===== src/rtl/tlink5_pkg.sv =====
package tlink5_pkg;
  localparam int WIRES     = 5;
  localparam int SYMS      = 4;
  localparam int TOKW      = 9;
  localparam int ACCW      = 10;
  localparam int DIGW      = $clog2(WIRES);
  localparam int SENT_W    = $clog2(SYMS);
  localparam int TOK_LIMIT = 1 << TOKW;

  function automatic int unsigned pow5(int unsigned e);
    int unsigned p;
    p = 1;
    for (int unsigned i = 0; i < e; i++) p = p * 5;
    return p;
  endfunction

  // digit k of a token, k = 0 is the most significant
  function automatic logic [DIGW-1:0] digit_of(logic [TOKW-1:0] v, int unsigned k);
    int unsigned q;
    q = 32'(v) / pow5(SYMS - 1 - k);
    return DIGW'(q % 5);
  endfunction

  function automatic logic [ACCW-1:0] push_digit(logic [ACCW-1:0] acc, logic [DIGW-1:0] d);
    return ACCW'(32'(acc) * 5 + 32'(d));
  endfunction

  function automatic logic [DIGW-1:0] wire_index(logic [WIRES-1:0] m);
    logic [DIGW-1:0] idx;
    idx = '0;
    for (int i = 0; i < WIRES; i++) if (m[i]) idx = DIGW'(i);
    return idx;
  endfunction
endpackage


===== src/rtl/tlink5_tx.sv =====
module tlink5_tx
  import tlink5_pkg::*;
#(
  parameter int GAP_W = 4
) (
  input  logic             clk,
  input  logic             rst_n,
  input  logic [GAP_W-1:0] gap_cfg,
  input  logic             tok_valid,
  output logic             tok_ready,
  input  logic             tok_ctrl,
  input  logic [7:0]       tok_data,
  output logic [WIRES-1:0] wires
);
  logic              busy;
  logic [SENT_W-1:0] sent;
  logic [GAP_W-1:0]  hold;
  logic [DIGW-1:0]   digs [SYMS];
  logic [GAP_W-1:0]  eff_gap;
  logic              accept, fire, last_fire;
  logic [TOKW-1:0]   tok_val;

  assign tok_val   = {tok_ctrl, tok_data};
  assign eff_gap   = (gap_cfg == '0) ? GAP_W'(1) : gap_cfg;
  assign tok_ready = !busy;
  assign accept    = tok_valid && !busy;
  assign fire      = busy && (hold == '0);
  assign last_fire = fire && (sent == SENT_W'(SYMS - 1));

  always_ff @(posedge clk or negedge rst_n) begin
    if (!rst_n) begin
      busy  <= 1'b0;
      sent  <= '0;
      hold  <= '0;
      wires <= '0;
      for (int k = 0; k < SYMS; k++) digs[k] <= '0;
    end else begin
      if (accept) begin
        busy <= 1'b1;
        sent <= '0;
        for (int k = 0; k < SYMS; k++) digs[k] <= digit_of(tok_val, k);
      end
      if (fire) begin
        wires <= wires ^ (WIRES'(1) << digs[sent]);
        sent  <= sent + SENT_W'(1);
        hold  <= eff_gap - GAP_W'(1);
        if (last_fire) busy <= 1'b0;
      end else if (hold != '0) begin
        hold <= hold - GAP_W'(1);
      end
    end
  end

  // ---- checking logic ----
  logic [WIRES-1:0] wires_q;
  logic             toggled;
  logic [3:0]       pend;
  logic [GAP_W:0]   since;
  logic [GAP_W-1:0] gap_at;
  logic             seen;

  assign toggled = (wires != wires_q);

  always_ff @(posedge clk or negedge rst_n) begin
    if (!rst_n) begin
      wires_q <= '0;
      pend    <= '0;
      since   <= '0;
      gap_at  <= '0;
      seen    <= 1'b0;
    end else begin
      wires_q <= wires;
      pend    <= pend - {3'b0, toggled} + (accept ? 4'(SYMS) : 4'd0);
      if (fire) begin
        since  <= (GAP_W+1)'(1);
        gap_at <= eff_gap;
        seen   <= 1'b1;
      end else if (since != '1) begin
        since <= since + (GAP_W+1)'(1);
      end
    end
  end

  assert_one_wire_R2: assert property (@(posedge clk) disable iff (!rst_n)
    $countones(wires ^ wires_q) <= 1);

  assert_spacing_R4: assert property (@(posedge clk) disable iff (!rst_n)
    (fire && seen) |-> (since >= {1'b0, gap_at}));

  assert_accept_after_four_R5: assert property (@(posedge clk) disable iff (!rst_n)
    accept |-> ((pend == 4'd0) || (pend == 4'd1 && toggled)));

  assert_ready_drops_R5: assert property (@(posedge clk) disable iff (!rst_n)
    (tok_valid && tok_ready) |=> !tok_ready);
endmodule


===== src/rtl/tlink5_rx.sv =====
module tlink5_rx
  import tlink5_pkg::*;
(
  input  logic             clk,
  input  logic             rst_n,
  input  logic [WIRES-1:0] wires,
  output logic             tok_valid,
  output logic             tok_ctrl,
  output logic [7:0]       tok_data,
  output logic             err
);
  logic [WIRES-1:0]  prev;
  logic [ACCW-1:0]   acc;
  logic [SENT_W-1:0] cnt;
  logic [WIRES-1:0]  diff;
  logic              single, multi, complete, bad_val;
  logic [DIGW-1:0]   digit;
  logic [ACCW-1:0]   full;

  assign diff     = wires ^ prev;
  assign single   = ($countones(diff) == 1);
  assign multi    = ($countones(diff) > 1);
  assign digit    = wire_index(diff);
  assign full     = push_digit(acc, digit);
  assign complete = single && (cnt == SENT_W'(SYMS - 1));
  assign bad_val  = complete && (full >= ACCW'(TOK_LIMIT));

  always_ff @(posedge clk or negedge rst_n) begin
    if (!rst_n) begin
      prev      <= '0;
      acc       <= '0;
      cnt       <= '0;
      tok_valid <= 1'b0;
      tok_ctrl  <= 1'b0;
      tok_data  <= '0;
      err       <= 1'b0;
    end else begin
      prev      <= wires;
      tok_valid <= 1'b0;
      if (multi) begin
        err <= 1'b1;
        acc <= '0;
        cnt <= '0;
      end else if (complete) begin
        acc <= '0;
        cnt <= '0;
        if (bad_val) begin
          err <= 1'b1;
        end else begin
          tok_valid <= 1'b1;
          tok_ctrl  <= full[TOKW-1];
          tok_data  <= full[7:0];
        end
      end else if (single) begin
        acc <= full;
        cnt <= cnt + SENT_W'(1);
      end
    end
  end

  assert_pulse_one_cycle_R6: assert property (@(posedge clk) disable iff (!rst_n)
    tok_valid |=> !tok_valid);

  assert_multi_flags_R7: assert property (@(posedge clk) disable iff (!rst_n)
    multi |=> err);

  assert_range_flags_R8: assert property (@(posedge clk) disable iff (!rst_n)
    bad_val |=> (err && !tok_valid));

  assert_err_sticky_R9: assert property (@(posedge clk) disable iff (!rst_n)
    err |=> err);
endmodule


===== src/rtl/tlink5_xcvr.sv =====
module tlink5_xcvr
  import tlink5_pkg::*;
#(
  parameter int GAP_W = 4
) (
  input  logic             clk,
  input  logic             rst_n,
  input  logic [GAP_W-1:0] tx_gap,
  input  logic             tx_valid,
  output logic             tx_ready,
  input  logic             tx_ctrl,
  input  logic [7:0]       tx_data,
  output logic [WIRES-1:0] tx_wires,
  input  logic [WIRES-1:0] rx_wires,
  output logic             rx_valid,
  output logic             rx_ctrl,
  output logic [7:0]       rx_data,
  output logic             rx_err
);
  tlink5_tx #(.GAP_W(GAP_W)) i_tx (
    .clk       (clk),
    .rst_n     (rst_n),
    .gap_cfg   (tx_gap),
    .tok_valid (tx_valid),
    .tok_ready (tx_ready),
    .tok_ctrl  (tx_ctrl),
    .tok_data  (tx_data),
    .wires     (tx_wires)
  );

  tlink5_rx i_rx (
    .clk       (clk),
    .rst_n     (rst_n),
    .wires     (rx_wires),
    .tok_valid (rx_valid),
    .tok_ctrl  (rx_ctrl),
    .tok_data  (rx_data),
    .err       (rx_err)
  );
endmodule


===== config.mk =====
export PLATFORM = sky130hd
export DESIGN_NAME = tlink5_xcvr
export DESIGN_NICKNAME = d
export VERILOG_FILES = /design/src/rtl/tlink5_pkg.sv /design/src/rtl/tlink5_tx.sv /design/src/rtl/tlink5_rx.sv /design/src/rtl/tlink5_xcvr.sv
export SDC_FILE = /design/constraint.sdc
export NUM_CORES = 1
export LEC_CHECK = 0
export ABC_CLOCK_PERIOD_IN_PS = 5500
export BUFFER_PORTS_ARGS = -buffer_cell sky130_fd_sc_hd__buf_2
export CORE_MARGIN = 2
export CORE_UTILIZATION = 46
export CTS_BUF_LIST = sky130_fd_sc_hd__clkbuf_8 sky130_fd_sc_hd__clkbuf_16
export CTS_CLUSTER_SIZE = 40
export DETAILED_ROUTE_END_ITERATION = 10
export PLACE_DENSITY = 0.75
export SYNTH_ARGS = -nofsm -noshare
export SYNTH_HDL_FRONTEND = slang
export SYNTH_SLANG_ARGS = --single-unit

===== constraint.sdc =====
create_clock -name clk -period 5.5 [get_ports clk]
set_clock_uncertainty 0.05 [all_clocks]
set_input_delay 0.55 -clock clk [delete_from_list [all_inputs] [get_ports clk]]
set_output_delay 0.55 -clock clk [all_outputs]
set_load 0.1 [all_outputs]

==> results of run 1 <==
-- worst max-delay path by stage --
stage | startpoint | end | slack (ps) | cells after the start
6_report | tx_data[7] | i_tx.digs[3]$_DFFE_PN0P_ | -1360 | 35
5_1_grt | tx_data[7] | i_tx.digs[3]$_DFFE_PN0P_ | -1610 | 35
3_5_place_dp | tx_data[6] | i_tx.digs[5]$_DFFE_PN0P_ | -1730 | 35
3_3_place_gp | tx_data[6] | i_tx.digs[5]$_DFFE_PN0P_ | -1470 | 35
4_1_cts | tx_data[7] | i_tx.digs[3]$_DFFE_PN0P_ | -1230 | 35
2_1_floorplan | tx_data[7] | i_tx.digs[5]$_DFFE_PN0P_ | -1980 | 39
-- stage by stage --
step / worst slack (ps) / hold WS, ps / setup TNS [ps]
after floorplan: -1980 / 204 / -7170
after global placement: -1470 / 395 / -5500
after detailed placement: -1730 / 406 / -6720
after CTS: -1230 / 330 / -3610
after global routing: -1610 / 326 / -5790
final: -1360 / 315 / -4220
-- kinds of logic after synthesis --
family	after synthesis	share of synthesized area, %
compound gates	237	28.2
xor+xnor	46	6.58
mux	21	4.09
flops	52	20.6
buf+inv	80	5.57
simple gates	265	21.9
fa+ha+maj	65	13.1
-- registers in the layout, summed over array words and instances (netlist names) --
signal          flops
i_tx.sent           2
i_rx.tok_data       8
i_rx.tok_ctrl       1
i_rx.cnt            2
i_rx.acc           10
i_tx.hold           4
i_rx.err            1
i_tx.wires          5
i_rx.tok_valid      1
i_tx.busy           1
i_tx.digs          12
i_rx.prev           5
-- power groups by stage --
stage | sequential, µW | combinational (µW) | clock [µW]
2_1_floorplan | 791 | 1090 | 0
3_3_place_gp | 595 | 1860 | 0
3_5_place_dp | 600 | 1920 | 0
4_1_cts | 596 | 2040 | 357
5_1_grt | 610 | 2300 | 374
6_report | 598 | 2120 | 359
-- critical path: cells and delay by family --
| family | cells | cell delay [ps] |
|---|---|---|
| xor gates and xnor gates | 2 | 270 |
| and+or+nand+nor | 9 | 1930 |
| buffers and inverters | 5 | 430 |
| adders and majority gates | 5 | 1120 |
| AOI/OAI and AO/OA | 14 | 2650 |
-- placed cells by master (no fill, tap or decap), types with 7 or more instances in the layout --
cell,instances
a211o_1,7
a21o_1,8
a21oi_1,44
a21oi_2,7
a22o_1,10
a31oi_1,9
buf_2,35
buf_4,215
dfrtp_1,52
ha_1,53
inv_1,39
mux2_2,9
mux2i_1,9
nand2_1,76
nand3_1,20
nand4_1,9
nor2_1,62
nor3_1,21
o211ai_1,9
o21ai_0,34
o21ai_1,12
o21bai_1,7
xnor2_1,28
xor2_1,11
-- per-layer routing --
layer	global-route usage, %	vias up
li1	-	3296
met1	30.7	3206
met2	45.2	156
met3	2.16	38
met4	6.90	0
met5	0	-
-- layout make-up --
cell class	instances	area (µm²)
clock buffer	5	125
inverter	46	175
clock inverter	3	42.5
multi-input combinational	634	4980
tap	176	220
fill	1062	4650
timing repair buffer	255	1850
sequential	52	1300
-- what timing repair did --
action / in CTS / in global routing
hold buffers: 0 / 0
pin swaps: 22 / 18
hold endpoints to repair: 0 / 0
setup endpoints to repair: 6 / 7
resized for setup: 23 / 26
setup buffers: 24 / 9
==> results.py, run 1 <==
metrics = {
    "synth": {
        "synth_cell_type_count": 101,
        "syn_nets": 849,
        "avgSynthCellArea_um2": 8.27,
        "synth.most_common_cell": "nand2_1",
        "async_reset_ff_share_pct": 100,
        "synth.largest_area_cell": "dfrtp_1",
        "synth_top_area_share_pct": 20.6,
        "synth_area_leaders": "dfrtp_1 21%, ha_1 12%, xnor2_1 4.7%",
        "synth_cells": 766,
        "yosysWarningCount": 0,
        "ys_ff_latch": 52,
        "synth_edf_count": 0,
        "synth_top_flop_cell": "dfrtp_1",
        "synth_commonest_cells": "77 x nand2_1, 65 x nor2_1, 59 x ha_1",
        "syn_area_mm2": 0.00633,
        "ys_seq_area_share_pct": 20.6,
    },
    "timing": {
        "relSlewSlack_pct": 17.0,
        "drv_slew": 0,
        "finalSetupViolCount": 6,
        "fin_crit_ps": 6860,
        "fin_crit_sh_pct": 125,
        "hold_violations": 0,
        "fin_ws_ps": -1360,
        "rsz0062_at_grt": "true",
        "tightestPinTransition_ps": 1230,
        "max_freq_mhz": 146,
    },
    "routing": {
        "met1Wirelength_um": 8110,
        "via_count": 6696,
        "wire_per_inst_um": 15.8,
        "antenna_left": 0,
        "drc": 0,
        "via_per_inst": 5.72,
        "drt_iter0_drc": 433,
        "wirelength_um": 18500,
        "route.top_layer_used": "met4",
        "route.met2.wl_um": 9440,
        "wl_met3_um": 594,
        "drt_pass1_iterations": 5,
    },
    "cells_and_area": {
        "final_core_util_pct": 65.2,
        "drive_gt1_share_pct": 36.8,
        "layout.cells.non_filler": 1171,
        "syn_to_final_growth_pct": 37.4,
        "num_antenna_cells": 0,
        "post-route-cell-area_mm2": 0.00870,
        "nets": 1077,
    },
    "critical_path": {
        "cp_slowest_cell": "or4_4",
        "reg2reg_from": "i_rx.prev[3]$_DFF_PN0_",
        "crit_arrival_ps": 6960,
        "required_ps": 5600,
        "cpPeakStageDelay_ps": 560,
        "reg2reg_slack_ps": 950,
        "rr_endpoint": "i_rx.tok_data[3]$_DFFE_PN0P_",
        "cpMostUsedCell": "inv_2",
        "worst-path-max-fanout": 5,
        "endpoint_kind": "register",
        "start_kind": "input port",
        "path_class": "in -> reg",
        "reg2reg_depth": 17,
    },
    "floorplan": {
        "num_rows": 42,
        "start_util_pct": 47.4,
        "die_w_um": 121,
        "io_pins": 38,
        "dieHeight_um": 121,
        "core_mm2": 0.0133,
        "dieArea_mm2": 0.0147,
    },
    "status": {
        "status": "finished, violations left",
        "violations": "negative setup slack",
    },
    "pwr": {
        "share_seq_of_total_power_pct": 19.4,
        "p_sw_share_pct": 45.8,
        "power-per-cell-area_mw_per_mm2": 354,
        "pwr-share-comb_pct": 68.9,
        "clock_power_share_pct": 11.7,
        "ir_worst_vdd_v": 0.000168,
        "p_total_uw": 3080,
        "power_switching_uw": 1410,
        "p_int_uw": 1670,
        "p_leak_uw": 0.00414,
    },
    "clock_network": {
        "clk_pin_slew_ps": 70,
        "htreeDepth": 2,
        "clock_sinks": 52,
        "cts_made_buffers": 5,
        "cts_tree": "done",
        "clk_latency_ps": 300,
        "clk_path_buf_depth": 2,
        "root_buffer": "clkbuf_16",
    },
    "grt": {
        "antenna_found_initial": 0,
        "grt_pass1_vias": 6621,
        "grt_max_degree": 53,
        "grt-ovfl-total": 0,
        "grtUsageTotal_pct": 24.6,
        "grt_pass1_wl_um": 30200,
    },
    "run": {
        "maxCapViolCount": 0,
    },
    "place": {
        "place_area_mm2": 0.00809,
        "gp_congestion": 0.913,
        "placed_cells": 1131,
        "numPortBuffers": 37,
        "hpwl_um": 13400,
    },
    "min_path": {
        "holdCritPathClass": "in -> async",
    },
}
Power figures use the tool's default switching activity.
==> inputs of run 2 (changes only) <==
--- a/config.mk
+++ b/config.mk
@@ -9,7 +9,8 @@
 export BUFFER_PORTS_ARGS = -buffer_cell sky130_fd_sc_hd__buf_2
 export CORE_MARGIN = 2
 export CORE_UTILIZATION = 46
-export CTS_BUF_LIST = sky130_fd_sc_hd__clkbuf_8 sky130_fd_sc_hd__clkbuf_16
+export CTS_BUF_LIST = sky130_fd_sc_hd__clkbuf_2
+export CTS_CLUSTER_DIAMETER = 80
 export CTS_CLUSTER_SIZE = 40
 export DETAILED_ROUTE_END_ITERATION = 10
 export PLACE_DENSITY = 0.75
==> run 2 against run 1 <==
Critical path type unchanged. The run still ends with negative setup slack left. Core utilization fell by 1.4 points. Largest power group unchanged. Largest cell class unchanged. Count of clock-buffer cells in the layout up 1. Non-clock buffer count down 9.
==> results.py, run 2 (same netlist as run 1, synthesis figures left out) <==
metrics = {
    "status": {
        "status": "finished, violations left",
        "violations": "negative setup slack",
    },
    "cells_and_area": {
        "mostFrequentLayoutCells": "206 x buf_4, 77 x nand2_1, 62 x nor2_1",
        "seqCellArea_mm2": 0.00130,
        "post-route-cell-area_mm2": 0.00852,
        "multi_input_area_mm2": 0.00496,
        "largest_register_ff_count": 12,
        "nets": 1068,
        "num_antenna_cells": 0,
        "final_core_util_pct": 63.8,
        "syn_to_final_growth_pct": 34.5,
        "layout_commonest_cell": "buf_4",
        "drive_gt1_share_pct": 35.9,
        "reg_top3": "i_tx.digs: 12 flops, i_rx.acc: 10 flops, i_rx.tok_data: 8 flops",
        "layout.cells.non_filler": 1162,
        "top_register": "i_tx.digs",
        "n_fill_cell": 1101,
    },
    "clock_network": {
        "htreeDepth": 2,
        "root_buffer": "clkbuf_2",
        "clk_latency_ps": 450,
        "clk_path_buf_depth": 2,
        "hold_buffers": 0,
        "clk_pin_slew_ps": 260,
        "clock_sinks": 52,
        "cts_made_buffers": 5,
        "cts_tree": "done",
    },
    "routing": {
        "drt_iter0_drc": 424,
        "antenna_left": 0,
        "drc": 0,
        "via_count": 6588,
        "drt_pass1_iterations": 5,
        "wirelength_um": 17400,
        "wire_per_inst_um": 15.0,
        "via_per_inst": 5.67,
    },
    "pwr": {
        "p_leak_uw": 0.00405,
        "power-per-cell-area_mw_per_mm2": 337,
        "ir_worst_vdd_v": 0.000151,
    },
    "floorplan": {
        "core_mm2": 0.0133,
        "dieHeight_um": 121,
        "dieArea_mm2": 0.0147,
        "die_w_um": 121,
        "io_pins": 38,
        "start_util_pct": 47.4,
        "num_rows": 42,
    },
    "timing": {
        "fin_crit_sh_pct": 121,
        "finalSetupViolCount": 3,
        "relSlewSlack_pct": 31.0,
        "fin_ws_ps": -1180,
        "drv_slew": 0,
        "fin_tns_setup_ps": -3480,
        "fin_crit_ps": 6680,
        "tightestPinTransition_ps": 1020,
        "hold_violations": 0,
        "max_freq_mhz": 150,
        "rsz0062_at_grt": "true",
    },
    "place": {
        "gp_congestion": 0.913,
        "numPortBuffers": 37,
        "hpwl_um": 13400,
        "pre_cts_ws_ps": -1730,
        "placed_cells": 1131,
        "place_area_mm2": 0.00809,
    },
    "grt": {
        "grt_pass1_vias": 6470,
        "grt_pass1_wl_um": 28900,
        "grt_max_degree": 53,
        "grtUsageTotal_pct": 23.2,
        "antenna_found_initial": 0,
        "grt-ovfl-total": 0,
    },
    "critical_path": {
        "endpoint_kind": "register",
        "path_class": "in -> reg",
        "start_kind": "input port",
        "cpPeakStageDelay_ps": 560,
        "cpMostUsedCell": "inv_2",
        "reg2reg_depth": 17,
        "crit_arrival_ps": 6990,
        "required_ps": 5810,
        "cp_slowest_cell": "or4_4",
        "worst-path-max-fanout": 5,
    },
    "min_path": {
        "holdCritPathClass": "in -> async",
    },
    "run": {
        "maxCapViolCount": 0,
    },
}
==> run 2: final timing paths <==
| check | start | slack [ps] | end |
|---|---|---|---|
| hold / removal | rst_n | 120 | i_rx.acc[7]$_DFFE_PN0P_ |
| setup / recovery | tx_data[7] | -1180 | i_tx.digs[3]$_DFFE_PN0P_ |
| min in group clk | rx_wires[3] | 140 | i_rx.prev[3]$_DFF_PN0_ |
| max in group asynchronous | rst_n | 4840 | i_rx.tok_data[3]$_DFFE_PN0P_ |
| setup reg to reg | i_rx.prev[3]$_DFF_PN0_ | 1020 | i_rx.tok_data[3]$_DFFE_PN0P_ |
| hold reg to reg | i_tx.hold[0]$_DFFE_PN0P_ | 430 | i_tx.hold[0]$_DFFE_PN0P_ |
==> run 2: critical path, delay by kind of cell <==
family | cells | cell delay [ps]
and+or+nand+nor | 9 | 1950
buffers and inverters | 5 | 430
adders and majority gates | 5 | 1120
AOI/OAI and AO/OA | 14 | 2660
xor gates and xnor gates | 2 | 270
==> run 2: layout make-up <==
cell class              count  share of cell area [%]
clock buffers               6                   0.353
clock inverters             2                   0.455
inverters                  46                    2.06
multi-input cells         634                    58.3
flip-flops and latches     52                    15.3
well taps                 176                    2.59
repair buffers            246                    21.0
==> run 2: per-stage QoR <==
stage / hold slack (ps) / total power (µW)
2_1_floorplan: 204 / 1890
3_3_place_gp: 395 / 2450
3_5_place_dp: 406 / 2520
4_1_cts: 135 / 2800
5_1_grt: 122 / 3090
6_report: 120 / 2870
==> run 2: per-layer routing <==
| metal | routed length (µm) | GRT usage [%] | part of all wire [%] |
|---|---|---|---|
| met1 | 7900 | 30.0 | 45 |
| met5 | 0 | 0 | 0 |
| met2 | 8690 | 41.5 | 50 |
| met4 | 331 | 6.32 | 1.9 |
| met3 | 525 | 1.93 | 3.0 |
==> run 2: power breakdown <==
group	total [µW]	leakage [µW]	switching, µW	internal (µW)
combinational	2070	0.00334	1140	931
clock	206	0.0000436	126	80.5
sequential	594	0.000665	95.3	499
==> run 2: timing repair <==
action	in CTS	in global routing
gates resized for setup	14	29
pin swaps	10	18
endpoints found under the setup margin	5	6
buffers inserted	13	11
==> inputs of run 3 (changes only) <==
--- a/config.mk
+++ b/config.mk
@@ -13,7 +13,9 @@
 export CTS_CLUSTER_DIAMETER = 80
 export CTS_CLUSTER_SIZE = 40
 export DETAILED_ROUTE_END_ITERATION = 10
+export HOLD_SLACK_MARGIN = 0.05
 export PLACE_DENSITY = 0.75
+export REMOVE_ABC_BUFFERS = 1
 export SYNTH_ARGS = -nofsm -noshare
 export SYNTH_HDL_FRONTEND = slang
 export SYNTH_SLANG_ARGS = --single-unit
==> run 3 against run 2 <==
The run still ends with negative setup slack left. Setup slack got worse by 28 ps. Register-to-register slack improved by 170 ps. Wire length increased by 6.4%. Via count is 4.0% higher. Core utilization grew 1.6 points. Sequential share of layout area shrank 0.37 points. Worst hold slack gained 18 ps. Critical path depth up 5. Count of clock-buffer cells in the layout unchanged. Non-clock buffer count increased by 26. Total power increased by 0.26%.
==> results.py, run 3 (same netlist as run 1, synthesis figures left out) <==
metrics = {
    "status": {
        "violations": "negative setup slack",
        "status": "finished, violations left",
    },
    "critical_path": {
        "cp_slowest_cell": "or4_4",
        "path_class": "in -> reg",
        "start_kind": "input port",
        "endpoint_kind": "register",
        "reg2reg_slack_ps": 1190,
        "crit_arrival_ps": 7000,
        "required_ps": 5800,
        "cpPeakStageDelay_ps": 550,
        "reg2reg_depth": 17,
        "worst-path-max-fanout": 6,
        "cpMostUsedCell": "buf_4",
    },
    "floorplan": {
        "io_pins": 38,
        "die_w_um": 121,
        "core_mm2": 0.0133,
        "num_rows": 42,
        "dieArea_mm2": 0.0147,
        "dieHeight_um": 121,
        "start_util_pct": 47.4,
    },
    "cells_and_area": {
        "num_antenna_cells": 0,
        "multi_input_area_mm2": 0.00500,
        "post-route-cell-area_mm2": 0.00873,
        "mostFrequentLayoutCells": "231 x buf_4, 77 x nand2_1, 62 x nor2_1",
        "drive_gt1_share_pct": 37.4,
        "nets": 1094,
        "seqCellArea_mm2": 0.00130,
        "syn_to_final_growth_pct": 37.8,
        "reg_top3": "i_tx.digs: 12 flops, i_rx.acc: 10 flops, i_rx.tok_data: 8 flops",
        "top_register": "i_tx.digs",
        "layout_commonest_cell": "buf_4",
        "layout.cells.non_filler": 1188,
        "n_fill_cell": 1037,
        "largest_register_ff_count": 12,
    },
    "grt": {
        "grtUsageTotal_pct": 24.4,
        "antenna_found_initial": 0,
        "grt-ovfl-total": 0,
        "grt_max_degree": 53,
        "grt_pass1_wl_um": 30000,
        "grt_pass1_vias": 6583,
    },
    "place": {
        "placed_cells": 1140,
        "place_area_mm2": 0.00804,
        "numPortBuffers": 37,
        "pre_cts_ws_ps": -2350,
        "gp_congestion": 0.874,
        "hpwl_um": 13500,
    },
    "pwr": {
        "ir_worst_vdd_v": 0.000153,
        "p_leak_uw": 0.00417,
        "power-per-cell-area_mw_per_mm2": 330,
    },
    "clock_network": {
        "cts_made_buffers": 5,
        "clk_latency_ps": 430,
        "cts_tree": "done",
        "clk_pin_slew_ps": 250,
        "clk_path_buf_depth": 2,
        "clock_sinks": 52,
        "htreeDepth": 2,
        "root_buffer": "clkbuf_2",
    },
    "routing": {
        "antenna_left": 0,
        "via_count": 6850,
        "via_per_inst": 5.77,
        "wirelength_um": 18600,
        "wire_per_inst_um": 15.6,
        "drc": 0,
        "drt_pass1_iterations": 5,
        "drt_iter0_drc": 407,
    },
    "timing": {
        "max_freq_mhz": 149,
        "finalSetupViolCount": 3,
        "fin_crit_sh_pct": 122,
        "tightestPinTransition_ps": 1260,
        "relSlewSlack_pct": 15.0,
        "rsz0062_at_grt": "true",
        "fin_crit_ps": 6710,
        "hold_violations": 0,
        "drv_slew": 0,
        "fin_ws_ps": -1210,
    },
    "min_path": {
        "holdCritPathClass": "in -> async",
    },
    "run": {
        "maxCapViolCount": 0,
    },
}
## run 3: changes by cell type in the layout (fill, tap and decap cells not counted), moves of 2 or more
| cell | delta |
|---|---|
| o31ai_4 | -2 |
| o31ai_2 | +2 |
| inv_2 | -2 |
| buf_4 | +25 |
| nor2_4 | +2 |
| nor2_2 | -2 |
## run 3: cell type report
| class | count | share of cell area (%) |
|---|---|---|
| flip-flops and latches | 52 | 14.9 |
| clock buffers | 6 | 0.344 |
| clock inverters | 2 | 0.129 |
| well taps | 176 | 2.52 |
| repair buffers | 272 | 22.8 |
| multi-input cells | 634 | 57.3 |
| inverters | 46 | 2.04 |
## run 3: worst max-delay path: cells and delay by family
| family | cells | cell delay, ps |
|---|---|---|
| xor+xnor | 1 | 160 |
| fa+ha+maj | 3 | 940 |
| simple gates | 6 | 1210 |
| buf+inv | 16 | 1970 |
| compound gates | 14 | 2200 |
## run 3: path summary, 6_finish.rpt
kind / start / to
setup / recovery: tx_data[7] / i_tx.digs[4]$_DFFE_PN0P_
hold / removal: rst_n / i_rx.cnt[1]$_DFFE_PN0P_
setup reg to reg: i_rx.prev[3]$_DFF_PN0_ / i_rx.tok_data[6]$_DFFE_PN0P_
hold reg to reg: i_tx.hold[0]$_DFFE_PN0P_ / i_tx.hold[0]$_DFFE_PN0P_
max in group asynchronous: rst_n / i_tx.wires[3]$_DFFE_PN0P_
min in group clk: rx_wires[1] / i_rx.prev[1]$_DFF_PN0_
## run 3: stage by stage
stage	setup TNS, ps	power [µW]	utilization [%]	hold slack, ps
after CTS	-3250	2770	63.5	142
after global routing	-5150	3100	65.4	130
after detailed placement	-9910	2470	60.2	406
after floorplan	-7220	1800	-	204
final	-3590	2880	65.4	139
after global placement	-7390	2410	60.2	400
## run 3: power by group
group	switching, µW	internal, µW	leakage [µW]
Clock	116	31.7	0.0000266
Combinational	1170	968	0.00348
Sequential	96.3	499	0.000665
## run 3: routing by layer
metal	part of all wire [%]	global-route usage, %	up-vias
met5	0	0	-
met4	2.0	5.75	0
met3	3.7	2.35	43
met2	51	44.2	184
met1	44	31.2	3298
li1	-	-	3325
## run 3: repair_timing
item,in CTS,in global routing
hold buffers,0,0
setup endpoints to repair,7,7
setup buffers,25,15
pin swaps,31,24
resized for setup,47,26
